==> src/rtl/i2c_stretch_pkg.sv <==
package i2c_stretch_pkg;

    typedef enum logic [1:0] {
        ST_IDLE = 2'd0,
        ST_WAIT = 2'd1,
        ST_HOLD = 2'd2
    } str_state_e;

endpackage

==> src/rtl/i2c_scl_sync.sv <==
module i2c_scl_sync #(
    parameter int STAGES = 2
) (
    input  logic clk_i,
    input  logic rst_ni,
    input  logic scl_raw_i,
    output logic fall_o,
    output logic rise_o
);
    localparam int W = STAGES + 1;

    typedef struct packed {
        logic [W-1:0] pipe;
    } sync_t;

    sync_t s_d, s_q;

    always_comb begin
        s_d      = s_q;
        s_d.pipe = {s_q.pipe[W-2:0], scl_raw_i};
    end

    always_ff @(posedge clk_i or negedge rst_ni) begin
        if (!rst_ni) begin
            s_q.pipe <= '1;
        end else begin
            s_q <= s_d;
        end
    end

    assign fall_o = s_q.pipe[W-1] & ~s_q.pipe[W-2];
    assign rise_o = ~s_q.pipe[W-1] & s_q.pipe[W-2];

endmodule

==> src/rtl/i2c_stretch_fsm.sv <==
module i2c_stretch_fsm
    import i2c_stretch_pkg::*;
#(
    parameter int PSC_W = 4
) (
    input  logic             clk_i,
    input  logic             rst_ni,
    input  logic             fall_i,
    input  logic             hold_req_i,
    input  logic [PSC_W-1:0] psc_i,
    output logic             drive_o
);
    typedef struct packed {
        str_state_e       st;
        logic [PSC_W-1:0] cnt;
        logic             drive;
    } fsm_t;

    fsm_t f_d, f_q;

    always_comb begin
        f_d = f_q;
        unique case (f_q.st)
            ST_IDLE: begin
                if (fall_i) begin
                    f_d.st  = ST_WAIT;
                    f_d.cnt = psc_i;
                end
            end
            ST_WAIT: begin
                if (f_q.cnt == '0) begin
                    if (hold_req_i) begin
                        f_d.st    = ST_HOLD;
                        f_d.drive = 1'b1;
                    end else begin
                        f_d.st = ST_IDLE;
                    end
                end else begin
                    f_d.cnt = f_q.cnt - 1'b1;
                end
            end
            ST_HOLD: begin
                if (!hold_req_i) begin
                    f_d.st    = ST_IDLE;
                    f_d.drive = 1'b0;
                end
            end
            default: begin
                f_d.st    = ST_IDLE;
                f_d.drive = 1'b0;
            end
        endcase
    end

    always_ff @(posedge clk_i or negedge rst_ni) begin
        if (!rst_ni) begin
            f_q.st    <= ST_IDLE;
            f_q.cnt   <= '0;
            f_q.drive <= 1'b0;
        end else begin
            f_q <= f_d;
        end
    end

    assign drive_o = f_q.drive;

endmodule

==> src/rtl/i2c_ouerr_det.sv <==
module i2c_ouerr_det #(
    parameter int BITS  = 8,
    parameter int CNT_W = 4
) (
    input  logic             clk_i,
    input  logic             rst_ni,
    input  logic             rise_i,
    input  logic             no_stretch_i,
    input  logic             xmit_i,
    input  logic [CNT_W-1:0] bit_pos_i,
    input  logic             tx_empty_i,
    input  logic             stop_seen_i,
    input  logic             rx_full_i,
    input  logic             err_clr_i,
    output logic             err_o
);
    localparam logic [CNT_W-1:0] FIRST_POS = '0;
    localparam logic [CNT_W-1:0] ACK_POS   = CNT_W'(BITS);

    typedef struct packed {
        logic err;
    } err_t;

    err_t e_d, e_q;
    logic tx_late, rx_late, hit;

    always_comb begin
        tx_late = xmit_i & (bit_pos_i == FIRST_POS) & (tx_empty_i | stop_seen_i);
        rx_late = ~xmit_i & (bit_pos_i == ACK_POS) & rx_full_i;
        hit     = rise_i & no_stretch_i & (tx_late | rx_late);
        e_d     = e_q;
        e_d.err = hit | (e_q.err & ~err_clr_i);
    end

    always_ff @(posedge clk_i or negedge rst_ni) begin
        if (!rst_ni) begin
            e_q.err <= 1'b0;
        end else begin
            e_q <= e_d;
        end
    end

    assign err_o = e_q.err;

endmodule

==> src/rtl/i2c_stretch_ctrl.sv <==
module i2c_stretch_ctrl #(
    parameter int PSC_W       = 4,
    parameter int BITS        = 8,
    parameter int SYNC_STAGES = 2,
    parameter int CNT_W       = $clog2(BITS + 1)
) (
    input  logic             clk_i,
    input  logic             rst_ni,
    input  logic             scl_i,
    input  logic             xmit_i,
    input  logic [CNT_W-1:0] bit_pos_i,
    input  logic             addr_match_i,
    input  logic             tx_empty_i,
    input  logic             rx_full_i,
    input  logic             rx_new_i,
    input  logic             tcr_i,
    input  logic             stop_seen_i,
    input  logic             no_stretch_i,
    input  logic [PSC_W-1:0] psc_i,
    input  logic             err_ie_i,
    input  logic             err_clr_i,
    output logic             scl_low_o,
    output logic             ouerr_o,
    output logic             err_irq_o
);
    logic scl_fall, scl_rise, hold_req, err_flag;

    // Any pending software service keeps the bus paused
    assign hold_req = ~no_stretch_i & (addr_match_i | tcr_i |
                      (xmit_i & tx_empty_i) |
                      (~xmit_i & rx_full_i & rx_new_i));

    i2c_scl_sync #(.STAGES(SYNC_STAGES)) u_sync (
        .clk_i     (clk_i),
        .rst_ni    (rst_ni),
        .scl_raw_i (scl_i),
        .fall_o    (scl_fall),
        .rise_o    (scl_rise)
    );

    i2c_stretch_fsm #(.PSC_W(PSC_W)) u_fsm (
        .clk_i      (clk_i),
        .rst_ni     (rst_ni),
        .fall_i     (scl_fall),
        .hold_req_i (hold_req),
        .psc_i      (psc_i),
        .drive_o    (scl_low_o)
    );

    i2c_ouerr_det #(.BITS(BITS), .CNT_W(CNT_W)) u_err (
        .clk_i        (clk_i),
        .rst_ni       (rst_ni),
        .rise_i       (scl_rise),
        .no_stretch_i (no_stretch_i),
        .xmit_i       (xmit_i),
        .bit_pos_i    (bit_pos_i),
        .tx_empty_i   (tx_empty_i),
        .stop_seen_i  (stop_seen_i),
        .rx_full_i    (rx_full_i),
        .err_clr_i    (err_clr_i),
        .err_o        (err_flag)
    );

    assign ouerr_o   = err_flag;
    assign err_irq_o = err_flag & err_ie_i;

endmodule

==> config.mk <==
export PLATFORM = sky130hd
export DESIGN_NAME = i2c_stretch_ctrl
export DESIGN_NICKNAME = d
export VERILOG_FILES = /design/src/rtl/i2c_stretch_pkg.sv /design/src/rtl/i2c_scl_sync.sv /design/src/rtl/i2c_stretch_fsm.sv /design/src/rtl/i2c_ouerr_det.sv /design/src/rtl/i2c_stretch_ctrl.sv
export SDC_FILE = /design/constraint.sdc
export NUM_CORES = 1
export LEC_CHECK = 0
export ABC_AREA = 1
export ABC_CLOCK_PERIOD_IN_PS = 1600
export BUFFER_PORTS_ARGS = -buffer_cell sky130_fd_sc_hd__buf_2
export CAP_MARGIN = 20
export CORE_MARGIN = 2
export CORE_UTILIZATION = 46
export DETAILED_ROUTE_END_ITERATION = 6
export PLACE_DENSITY_LB_ADDON = 0.2
export RECOVER_POWER = 25
export SYNTH_ARGS = -nofsm -noshare
export SYNTH_HDL_FRONTEND = slang
export SYNTH_SLANG_ARGS = --single-unit
==> constraint.sdc <==
create_clock -name clk_i -period 1.6 [get_ports clk_i]
set_input_delay 0 -clock clk_i [delete_from_list [all_inputs] [get_ports clk_i]]
set_output_delay 0 -clock clk_i [all_outputs]
set_load 0.005 [all_outputs]
==> impl_metrics.xml, run 1 <==
<?xml version="1.0" encoding="UTF-8"?>
<metrics>
  <group name="sta">
    <metric name="fin_tns_setup" unit="ns">0</metric>
    <metric name="slew_headroom" unit="%">62.51</metric>
    <metric name="finClkSkew" unit="ns">0.0009602</metric>
    <metric name="achievable_frequency" unit="MHz">663.5</metric>
    <metric name="grt_setup_unrepaired" unit="">false</metric>
    <metric name="timing_hold_violations_final" unit="">0</metric>
    <metric name="timing.hold.ws" unit="ns">0.03253</metric>
    <metric name="finalCriticalPeriod" unit="ns">1.507</metric>
    <metric name="tightestPinTransition" unit="ns">0.5623</metric>
    <metric name="drv_slew" unit="">0</metric>
    <metric name="postLayoutSetupSlackWorst" unit="ns">0.09275</metric>
    <metric name="finalSetupViolCount" unit="">0</metric>
    <metric name="final_min_period_over_clock_period" unit="%">94.20</metric>
  </group>
  <group name="power">
    <metric name="p_per_area" unit="mW/mm2">1499</metric>
    <metric name="clkPwrFrac" unit="%">15.1</metric>
    <metric name="intPower" unit="mW">0.7037</metric>
    <metric name="irDropWorstVdd" unit="mV">0.7565</metric>
    <metric name="total_leakage_power" unit="nW">0.4642</metric>
    <metric name="sw_share" unit="%">43.65</metric>
    <metric name="combPwrFrac" unit="%">50.4</metric>
    <metric name="p_total" unit="mW">1.249</metric>
    <metric name="sequentialPowerShare" unit="%">34.5</metric>
    <metric name="power.switching" unit="mW">0.5452</metric>
  </group>
  <group name="yosys">
    <metric name="ffs_latches_synth" unit="">11</metric>
    <metric name="synth_top_cell_area_share" unit="%">31.94</metric>
    <metric name="ys_types" unit="">19</metric>
    <metric name="synth_ff_type" unit="">sky130_fd_sc_hd__dfrtp_1</metric>
    <metric name="netlist_top_cells_count" unit="">22 x sky130_fd_sc_hd__nand2_1, 12 x sky130_fd_sc_hd__inv_1, 9 x sky130_fd_sc_hd__nor2_1</metric>
    <metric name="synth_fp_nets" unit="">102</metric>
    <metric name="synth_enable_flop_cells" unit="">0</metric>
    <metric name="yosysSeqAreaShare" unit="%">44.51</metric>
    <metric name="yosys.area.top_type" unit="">sky130_fd_sc_hd__dfrtp_1</metric>
    <metric name="yosysMostFrequentCell" unit="">sky130_fd_sc_hd__nand2_1</metric>
    <metric name="async_reset_ff_share" unit="%">100.0</metric>
    <metric name="area_contributors_post_synth" unit="">sky130_fd_sc_hd__dfrtp_1 32%, sky130_fd_sc_hd__nand2_1 13%, sky130_fd_sc_hd__dfstp_2 13%, sky130_fd_sc_hd__inv_1 7.2%, sky130_fd_sc_hd__nor2_1 5.4%</metric>
    <metric name="postSynthAreaPerCell" unit="um2">7.836</metric>
    <metric name="syn-cell-area" unit="um2">626.9</metric>
    <metric name="synthesis.yosys.warnings" unit="">0</metric>
    <metric name="postSynthCellCount" unit="">80</metric>
  </group>
  <group name="cells_and_area">
    <metric name="final_layout_size_suffix_gt1_share" unit="%">36.94</metric>
    <metric name="ant_diodes" unit="">0</metric>
    <metric name="flow.area_growth_from_synthesis" unit="%">32.93</metric>
    <metric name="n_fill_cell" unit="">114</metric>
    <metric name="layout.area.seq" unit="um2">279.0</metric>
    <metric name="multiInputGateArea" unit="um2">292.8</metric>
    <metric name="fin_nets" unit="">134</metric>
  </group>
  <group name="clocking">
    <metric name="ctsLongestPathBuffers" unit="">2</metric>
    <metric name="clkLatencyLatePin" unit="ns">0.27</metric>
    <metric name="cts_max_level" unit="">1</metric>
    <metric name="clock_tree.root_cell" unit="">sky130_fd_sc_hd__clkbuf_4</metric>
    <metric name="clock_sink_count" unit="">11</metric>
    <metric name="tritoncts" unit="">yes</metric>
    <metric name="cts.reportedPaths.clkPinSlew" unit="ns">0.07</metric>
    <metric name="cts_inserted_buffers" unit="">3</metric>
  </group>
  <group name="detailed_routing">
    <metric name="num_vias" unit="">596</metric>
    <metric name="drc_errors_left" unit="">0</metric>
    <metric name="first_iter_violations" unit="">4</metric>
    <metric name="wl_per_cell" unit="um">9.214</metric>
    <metric name="postRouteAntennaNets" unit="">0</metric>
    <metric name="route.detailed.vias_per_inst" unit="">4.730</metric>
    <metric name="totalWireLength" unit="mm">1.161</metric>
    <metric name="drt_first_pass_iters" unit="">4</metric>
  </group>
  <group name="critical_path">
    <metric name="critPathRequiredTime" unit="ns">1.81</metric>
    <metric name="cp.arrival" unit="ns">1.72</metric>
    <metric name="nature_of_the_critical_path_endpoint" unit="">register</metric>
    <metric name="worst-path-max-fanout" unit="">3</metric>
    <metric name="critPathKind" unit="">reg -&gt; reg</metric>
    <metric name="critPathLaunchType" unit="">register</metric>
  </group>
  <group name="place">
    <metric name="gpl.final_weighted_congestion" unit="">0.7469</metric>
    <metric name="detailed_place_hpwl" unit="um">938.7</metric>
    <metric name="placement.io_buffers" unit="">23</metric>
    <metric name="dp_slack" unit="ns">0.2157</metric>
  </group>
  <group name="worst_hold_path">
    <metric name="hold_class" unit="">in -&gt; reg</metric>
  </group>
  <group name="run">
    <metric name="maxCapViolations" unit="">0</metric>
  </group>
  <group name="global_routing">
    <metric name="met1_usage" unit="%">18.49</metric>
    <metric name="globalRouteMet2Util" unit="%">26.56</metric>
    <metric name="grt_max_degree" unit="">12</metric>
    <metric name="grt_pass1_wl" unit="mm">1.711</metric>
    <metric name="grt_antenna_before_repair" unit="">0</metric>
    <metric name="via_count_of_the_first_global_routing_pass" unit="">470</metric>
    <metric name="globalRouteTotalUtil" unit="%">15.98</metric>
    <metric name="global_route.peak_usage_layer" unit="">met2</metric>
    <metric name="globalRouteOverflowTotal" unit="">0</metric>
    <metric name="grt_util_met3" unit="%">3.261</metric>
  </group>
  <group name="floorplanning">
    <metric name="ioPinCount" unit="">24</metric>
    <metric name="placementRows" unit="">13</metric>
    <metric name="die_w" unit="um">40.92</metric>
    <metric name="die-area" unit="mm2">0.001674</metric>
    <metric name="die_y" unit="um">40.92</metric>
    <metric name="core_region_area" unit="mm2">0.001285</metric>
    <metric name="starting_utilization_of_the_core_area" unit="%">48.78</metric>
  </group>
  <group name="status">
    <metric name="run_status" unit="">complete, no violations</metric>
  </group>
</metrics>
final timing paths:
check	end	startpoint	slack, ns	depth (start not counted)
max in group asynchronous	u_sync.s_q[2]	rst_ni	1.00	2
min in group asynchronous	u_fsm.f_q[2]	rst_ni	0.23	2
hold / removal	u_fsm.f_q[3]	psc_i[2]	0.03	5
setup / recovery	u_err.err_o	u_sync.s_q[1]	0.09	5
hold reg to reg	u_sync.s_q[1]	u_sync.s_q[0]	0.36	0
setup reg to reg	u_err.err_o	u_sync.s_q[1]	0.09	5
power by group through the flow:
stage	clock [mW]	sequential (mW)	combinational, mW
global placement	0	0.431	0.622
CTS	0.195	0.430	0.639
floorplan	0	0.424	0.515
global route	0.215	0.439	0.718
finish	0.189	0.431	0.629
detailed placement	0	0.435	0.628
cell families after synthesis:
group,share of synthesized area (%)
buffers and inverters,9.779
flip-flops,44.51
AO/OA/AOI/OAI,13.77
AND/OR/NAND/NOR,29.94
adder cells (fa/ha/maj),1.996
area by class of cell:
| type | instances | share of cell area, % |
|---|---|---|
| Clock buffer | 3 | 2.703 |
| Clock inverter | 1 | 0.6006 |
| Inverter | 15 | 7.357 |
| Multi-Input combinational cell | 54 | 35.14 |
| Sequential cell | 11 | 33.48 |
| Tap cell | 15 | 2.252 |
| Timing Repair Buffer | 27 | 18.47 |
repair_timing:
action                     in CTS  in global routing
gates resized for setup         0                  1
setup buffers                   0                  0
setup endpoints to repair       0                  1
hold endpoints to repair       13                  0
hold buffers                    4                  0
stage by stage:
step	utilization, %	std cells	instance area, um2
floorplan	-	80	626.9
global placement	59.20	118	760.7
detailed placement	59.20	118	760.7
CTS	64.46	126	828.3
global route	64.85	126	833.3
finish	64.85	126	833.3
layer usage:
layer / vias up / wire [um] / part of all wire (%)
li1: 313 / - / -
met1: 258 / 498 / 43
met2: 20 / 556 / 48
met3: 5 / 77 / 6.6
met4: 0 / 28 / 2.4
met5: - / 0 / 0
flip-flops by register name (all words and copies together) (netlist names):
| name | flops |
|---|---|
| u_fsm.drive_o | 1 |
| u_err.err_o | 1 |
| u_sync.s_q | 3 |
| u_fsm.f_q | 6 |
cell usage in the layout (no fill, tap or decap):
cell / netlist / final
sky130_fd_sc_hd__nor2_4: 2 / 2
sky130_fd_sc_hd__clkbuf_4: 0 / 3
sky130_fd_sc_hd__clkbuf_1: 0 / 1
sky130_fd_sc_hd__o21ai_1: 4 / 4
sky130_fd_sc_hd__clkinv_2: 0 / 1
sky130_fd_sc_hd__inv_1: 12 / 12
sky130_fd_sc_hd__ha_1: 1 / 1
sky130_fd_sc_hd__a22oi_4: 1 / 1
sky130_fd_sc_hd__nand3_1: 6 / 6
sky130_fd_sc_hd__o21ai_2: 3 / 3
sky130_fd_sc_hd__a21oi_2: 1 / 1
sky130_fd_sc_hd__a21oi_1: 1 / 1
sky130_fd_sc_hd__dlygate4sd3_1: 0 / 4
sky130_fd_sc_hd__nor4_2: 0 / 1
sky130_fd_sc_hd__buf_2: 0 / 22
sky130_fd_sc_hd__o21ai_0: 1 / 1
sky130_fd_sc_hd__inv_2: 1 / 1
sky130_fd_sc_hd__nor2_1: 9 / 9
sky130_fd_sc_hd__nand4_1: 1 / 1
sky130_fd_sc_hd__nand2_1: 22 / 22
sky130_fd_sc_hd__dfrtp_1: 8 / 8
sky130_fd_sc_hd__dfstp_2: 3 / 3
sky130_fd_sc_hd__inv_4: 2 / 2
sky130_fd_sc_hd__nand2_2: 1 / 1
worst max-delay path, stage by stage (launching register included):
cell and delay (ns):
sky130_fd_sc_hd__dfstp_2 0.54, sky130_fd_sc_hd__inv_1 0.05, sky130_fd_sc_hd__nor4_2 0.13, sky130_fd_sc_hd__nand4_1 0.11
sky130_fd_sc_hd__nand2_1 0.07, sky130_fd_sc_hd__dlygate4sd3_1 0.54
Note: power is estimated with default switching activity, not from simulation.
==> run 2, diff against run 1 <==
Settings changed: CELL_PAD_IN_SITES_DETAIL_PLACEMENT set to 1, CELL_PAD_IN_SITES_GLOBAL_PLACEMENT set to 1, CORE_UTILIZATION 46 to 32, SYNTH_HIERARCHICAL set to 1.
==> run 2 against run 1 <==
Compared with the run above: non-clock buffer count is 1 lower; wire length grew 25%; power down 2.7%; critical path type unchanged; sequential power grew 2%; maximum frequency up 16%; setup slack improved by 0.21 ns; utilization fell by 21 points; sequential share of layout area down 0.15 points; area after synthesis increased by 1.0%; critical path depth increased by 2.
==> impl_metrics.xml, run 2 <==
<?xml version="1.0" encoding="UTF-8"?>
<metrics>
  <group name="cells_and_area">
    <metric name="flow.area_growth_from_synthesis" unit="%">32.21</metric>
    <metric name="layout.cells.most_common_list" unit="">25 x sky130_fd_sc_hd__nand2_1, 22 x sky130_fd_sc_hd__buf_2, 14 x sky130_fd_sc_hd__inv_1</metric>
    <metric name="register_ranked_first_by_flip_flop_count" unit="">u_fsm/f_q</metric>
    <metric name="layout_commonest_cell" unit="">sky130_fd_sc_hd__nand2_1</metric>
    <metric name="largestRegisters" unit="">u_fsm/f_q (6), u_sync/s_q (3)</metric>
    <metric name="ant_diodes" unit="">0</metric>
    <metric name="final_layout_size_suffix_gt1_share" unit="%">30.51</metric>
    <metric name="n_fill_cell" unit="">274</metric>
    <metric name="largest_register_ffs" unit="">6</metric>
    <metric name="utilization" unit="%">43.55</metric>
    <metric name="final-instance-count-excl-fill" unit="">145</metric>
    <metric name="fin_nets" unit="">141</metric>
  </group>
  <group name="yosys">
    <metric name="synth-adder-area-share" unit="%">1.976</metric>
    <metric name="postSynthAreaPerCell" unit="um2">7.194</metric>
    <metric name="yosys.area.top_type" unit="">sky130_fd_sc_hd__dfrtp_1</metric>
    <metric name="synth_compound_gate_area_share" unit="%">5.534</metric>
    <metric name="synth_top_family_by_area" unit="">simple AND/OR/NAND/NOR gates</metric>
    <metric name="area_contributors_post_synth" unit="">sky130_fd_sc_hd__dfrtp_1 32%, sky130_fd_sc_hd__nand2_1 15%, sky130_fd_sc_hd__dfstp_2 12%, sky130_fd_sc_hd__inv_1 8.3%, sky130_fd_sc_hd__nand3_1 7.1%</metric>
    <metric name="async_reset_ff_share" unit="%">100.0</metric>
    <metric name="xor_and_xnor_area_share_after_synthesis" unit="%">0</metric>
    <metric name="synth_enable_flop_cells" unit="">0</metric>
    <metric name="synth_ff_type" unit="">sky130_fd_sc_hd__dfrtp_1</metric>
    <metric name="ffs_latches_synth" unit="">11</metric>
    <metric name="syn-cell-area" unit="um2">633.1</metric>
    <metric name="synthesis.yosys.warnings" unit="">6</metric>
    <metric name="muxShareOfSynthArea" unit="%">0</metric>
    <metric name="synth_top_cell_area_share" unit="%">31.62</metric>
    <metric name="netlist_top_cells_count" unit="">25 x sky130_fd_sc_hd__nand2_1, 14 x sky130_fd_sc_hd__inv_1, 11 x sky130_fd_sc_hd__nor2_1</metric>
    <metric name="postSynthCellCount" unit="">88</metric>
    <metric name="synth_fp_nets" unit="">110</metric>
    <metric name="synthSimpleGateAreaFrac" unit="%">37.94</metric>
    <metric name="ys_types" unit="">16</metric>
    <metric name="yosysSeqAreaShare" unit="%">44.07</metric>
    <metric name="yosysMostFrequentCell" unit="">sky130_fd_sc_hd__nand2_1</metric>
  </group>
  <group name="place">
    <metric name="placement.io_buffers" unit="">23</metric>
    <metric name="numPlacedInstances" unit="">138</metric>
    <metric name="detailed_place_hpwl" unit="mm">1.146</metric>
    <metric name="gpl.final_weighted_congestion" unit="">0.8001</metric>
  </group>
  <group name="sta">
    <metric name="finClkSkew" unit="ns">0.006366</metric>
    <metric name="finalSetupViolCount" unit="">0</metric>
    <metric name="fin_tns_setup" unit="ns">0</metric>
    <metric name="final_min_period_over_clock_period" unit="%">81.18</metric>
    <metric name="timing.hold.ws" unit="ns">0.01271</metric>
    <metric name="drv_slew" unit="">0</metric>
    <metric name="tightestPinTransition" unit="ns">0.6008</metric>
    <metric name="finalCriticalPeriod" unit="ns">1.299</metric>
    <metric name="slew_headroom" unit="%">59.95</metric>
    <metric name="grt_setup_unrepaired" unit="">false</metric>
    <metric name="timing_hold_violations_final" unit="">0</metric>
    <metric name="achievable_frequency" unit="MHz">769.9</metric>
  </group>
  <group name="clocking">
    <metric name="clock_sink_count" unit="">11</metric>
    <metric name="cts.reportedPaths.clkPinSlew" unit="ns">0.07</metric>
    <metric name="clock_tree.root_cell" unit="">sky130_fd_sc_hd__clkbuf_4</metric>
    <metric name="post-cts-setup-buffers" unit="">0</metric>
    <metric name="ctsLongestPathBuffers" unit="">2</metric>
    <metric name="tritoncts" unit="">yes</metric>
    <metric name="cts_max_level" unit="">1</metric>
    <metric name="clkLatencyLatePin" unit="ns">0.28</metric>
    <metric name="cts_inserted_buffers" unit="">3</metric>
  </group>
  <group name="critical_path">
    <metric name="cp.arrival" unit="ns">1.48</metric>
    <metric name="critPathLaunchType" unit="">register</metric>
    <metric name="rr_worst_depth" unit="">7</metric>
    <metric name="nature_of_the_critical_path_endpoint" unit="">register</metric>
    <metric name="crit-reg2reg-capture" unit="">u_fsm/f_q[4]</metric>
    <metric name="critical_path.reg2reg.startpoint" unit="">u_fsm/f_q[1]</metric>
    <metric name="worst-path-max-fanout" unit="">7</metric>
    <metric name="critPathRequiredTime" unit="ns">1.78</metric>
    <metric name="rrSetupSlack" unit="ns">0.30</metric>
    <metric name="critPathKind" unit="">reg -&gt; reg</metric>
  </group>
  <group name="floorplanning">
    <metric name="ioPinCount" unit="">24</metric>
    <metric name="placementRows" unit="">16</metric>
    <metric name="starting_utilization_of_the_core_area" unit="%">32.94</metric>
    <metric name="die_y" unit="um">48.48</metric>
    <metric name="die-area" unit="mm2">0.002350</metric>
    <metric name="core_region_area" unit="mm2">0.001922</metric>
    <metric name="die_w" unit="um">48.48</metric>
  </group>
  <group name="power">
    <metric name="total_leakage_power" unit="nW">0.4743</metric>
    <metric name="p_per_area" unit="mW/mm2">1451</metric>
    <metric name="irDropWorstVdd" unit="mV">0.6057</metric>
    <metric name="p_total" unit="mW">1.215</metric>
  </group>
  <group name="detailed_routing">
    <metric name="drc_errors_left" unit="">0</metric>
    <metric name="drt_first_pass_iters" unit="">2</metric>
    <metric name="num_vias" unit="">635</metric>
    <metric name="first_iter_violations" unit="">3</metric>
    <metric name="route.detailed.vias_per_inst" unit="">4.379</metric>
    <metric name="postRouteAntennaNets" unit="">0</metric>
    <metric name="totalWireLength" unit="mm">1.452</metric>
    <metric name="wl_per_cell" unit="um">10.01</metric>
  </group>
  <group name="global_routing">
    <metric name="globalRouteTotalUtil" unit="%">15.17</metric>
    <metric name="via_count_of_the_first_global_routing_pass" unit="">648</metric>
    <metric name="grt_max_degree" unit="">12</metric>
    <metric name="globalRouteOverflowTotal" unit="">0</metric>
    <metric name="grt_pass1_wl" unit="mm">2.649</metric>
    <metric name="grt_antenna_before_repair" unit="">0</metric>
  </group>
  <group name="status">
    <metric name="run_status" unit="">complete, no violations</metric>
  </group>
  <group name="run">
    <metric name="maxCapViolations" unit="">0</metric>
  </group>
  <group name="worst_hold_path">
    <metric name="whs_endpoint" unit="">u_fsm/f_q[3]</metric>
    <metric name="hold_class" unit="">in -&gt; reg</metric>
    <metric name="hold_path_startpoint" unit="">psc_i[2]</metric>
    <metric name="hold_path_depth" unit="">5</metric>
  </group>
</metrics>
-- run 2: cell types whose count changed after synthesis, moves of 3 or more --
cell                      previous run  this run
sky130_fd_sc_hd__nand2_1            22        25
sky130_fd_sc_hd__o21ai_2             3         0
sky130_fd_sc_hd__o21ai_0             1         4
sky130_fd_sc_hd__nand3_1             6         9
sky130_fd_sc_hd__nand2_4             0         3
-- run 2: report_power, final --
group	internal [mW]	total (mW)	switching, mW
combinational	0.215	0.579	0.364
clock	0.0969	0.198	0.101
sequential	0.374	0.438	0.0643
-- run 2: timing repair --
action,4_1_cts,5_1_grt
hold buffers,3,0
endpoints found under the hold margin,13,0
gates resized for setup,0,0
-- run 2: worst max path at each step --
stage                   end  depth (start not counted)  slack [ns]    startpoint
6_report       u_fsm/f_q[4]                          7        0.30  u_fsm/f_q[1]
5_1_grt        u_fsm/f_q[4]                          7        0.17  u_fsm/f_q[1]
4_1_cts        u_fsm/f_q[2]                          7        0.28  u_fsm/f_q[1]
3_5_place_dp   u_fsm/f_q[4]                          7        0.34  u_fsm/f_q[1]
3_3_place_gp   u_fsm/f_q[4]                          7        0.40  u_fsm/f_q[1]
2_1_floorplan  u_fsm/f_q[4]                          7        0.46  u_fsm/f_q[1]
-- run 2: cell type report --
| cell class | count | area, um2 | area share, % |
|---|---|---|---|
| multi-input cells | 60 | 287.8 | 34.38 |
| flip-flops and latches | 11 | 279.0 | 33.33 |
| repair buffers | 26 | 143.9 | 17.19 |
| inverters | 17 | 66.31 | 7.922 |
| well taps | 27 | 33.78 | 4.036 |
| clock buffers | 4 | 26.28 | 3.139 |
-- run 2: routing by layer --
layer	track usage [%]	share of wire, %	wire (um)	vias up
met5	0	0	0	-
met4	11.43	3.5	51	0
met3	4.938	6.7	97	5
met2	24.77	47	682	17
met1	16.34	43	622	286
li1	-	-	-	327
-- run 2: critical path: stages, from the launching register on --
cell                      delay [ns]
sky130_fd_sc_hd__dfrtp_1        0.38
sky130_fd_sc_hd__inv_1          0.11
sky130_fd_sc_hd__ha_1           0.21
sky130_fd_sc_hd__nand3_1        0.15
sky130_fd_sc_hd__nand2_4        0.13
sky130_fd_sc_hd__nand2_4        0.08
sky130_fd_sc_hd__nand3_1        0.09
sky130_fd_sc_hd__nand2_1        0.05
-- run 2: stage by stage --
stage / setup slack (ns) / cell area, um2
6_report: 0.3012 / 837.1
5_1_grt: 0.1686 / 837.1
4_1_cts: 0.2839 / 838.3
3_5_place_dp: 0.3367 / 782.0
3_3_place_gp: 0.4036 / 782.0
2_1_floorplan: 0.4590 / 633.1
-- run 2: cells by family (layout without fill, tap and decap cells) --
family	Yosys count	in the layout
flops	11	11
fa+ha+maj	1	1
buf+inv	17	47
simple gates	52	52
compound gates	7	7
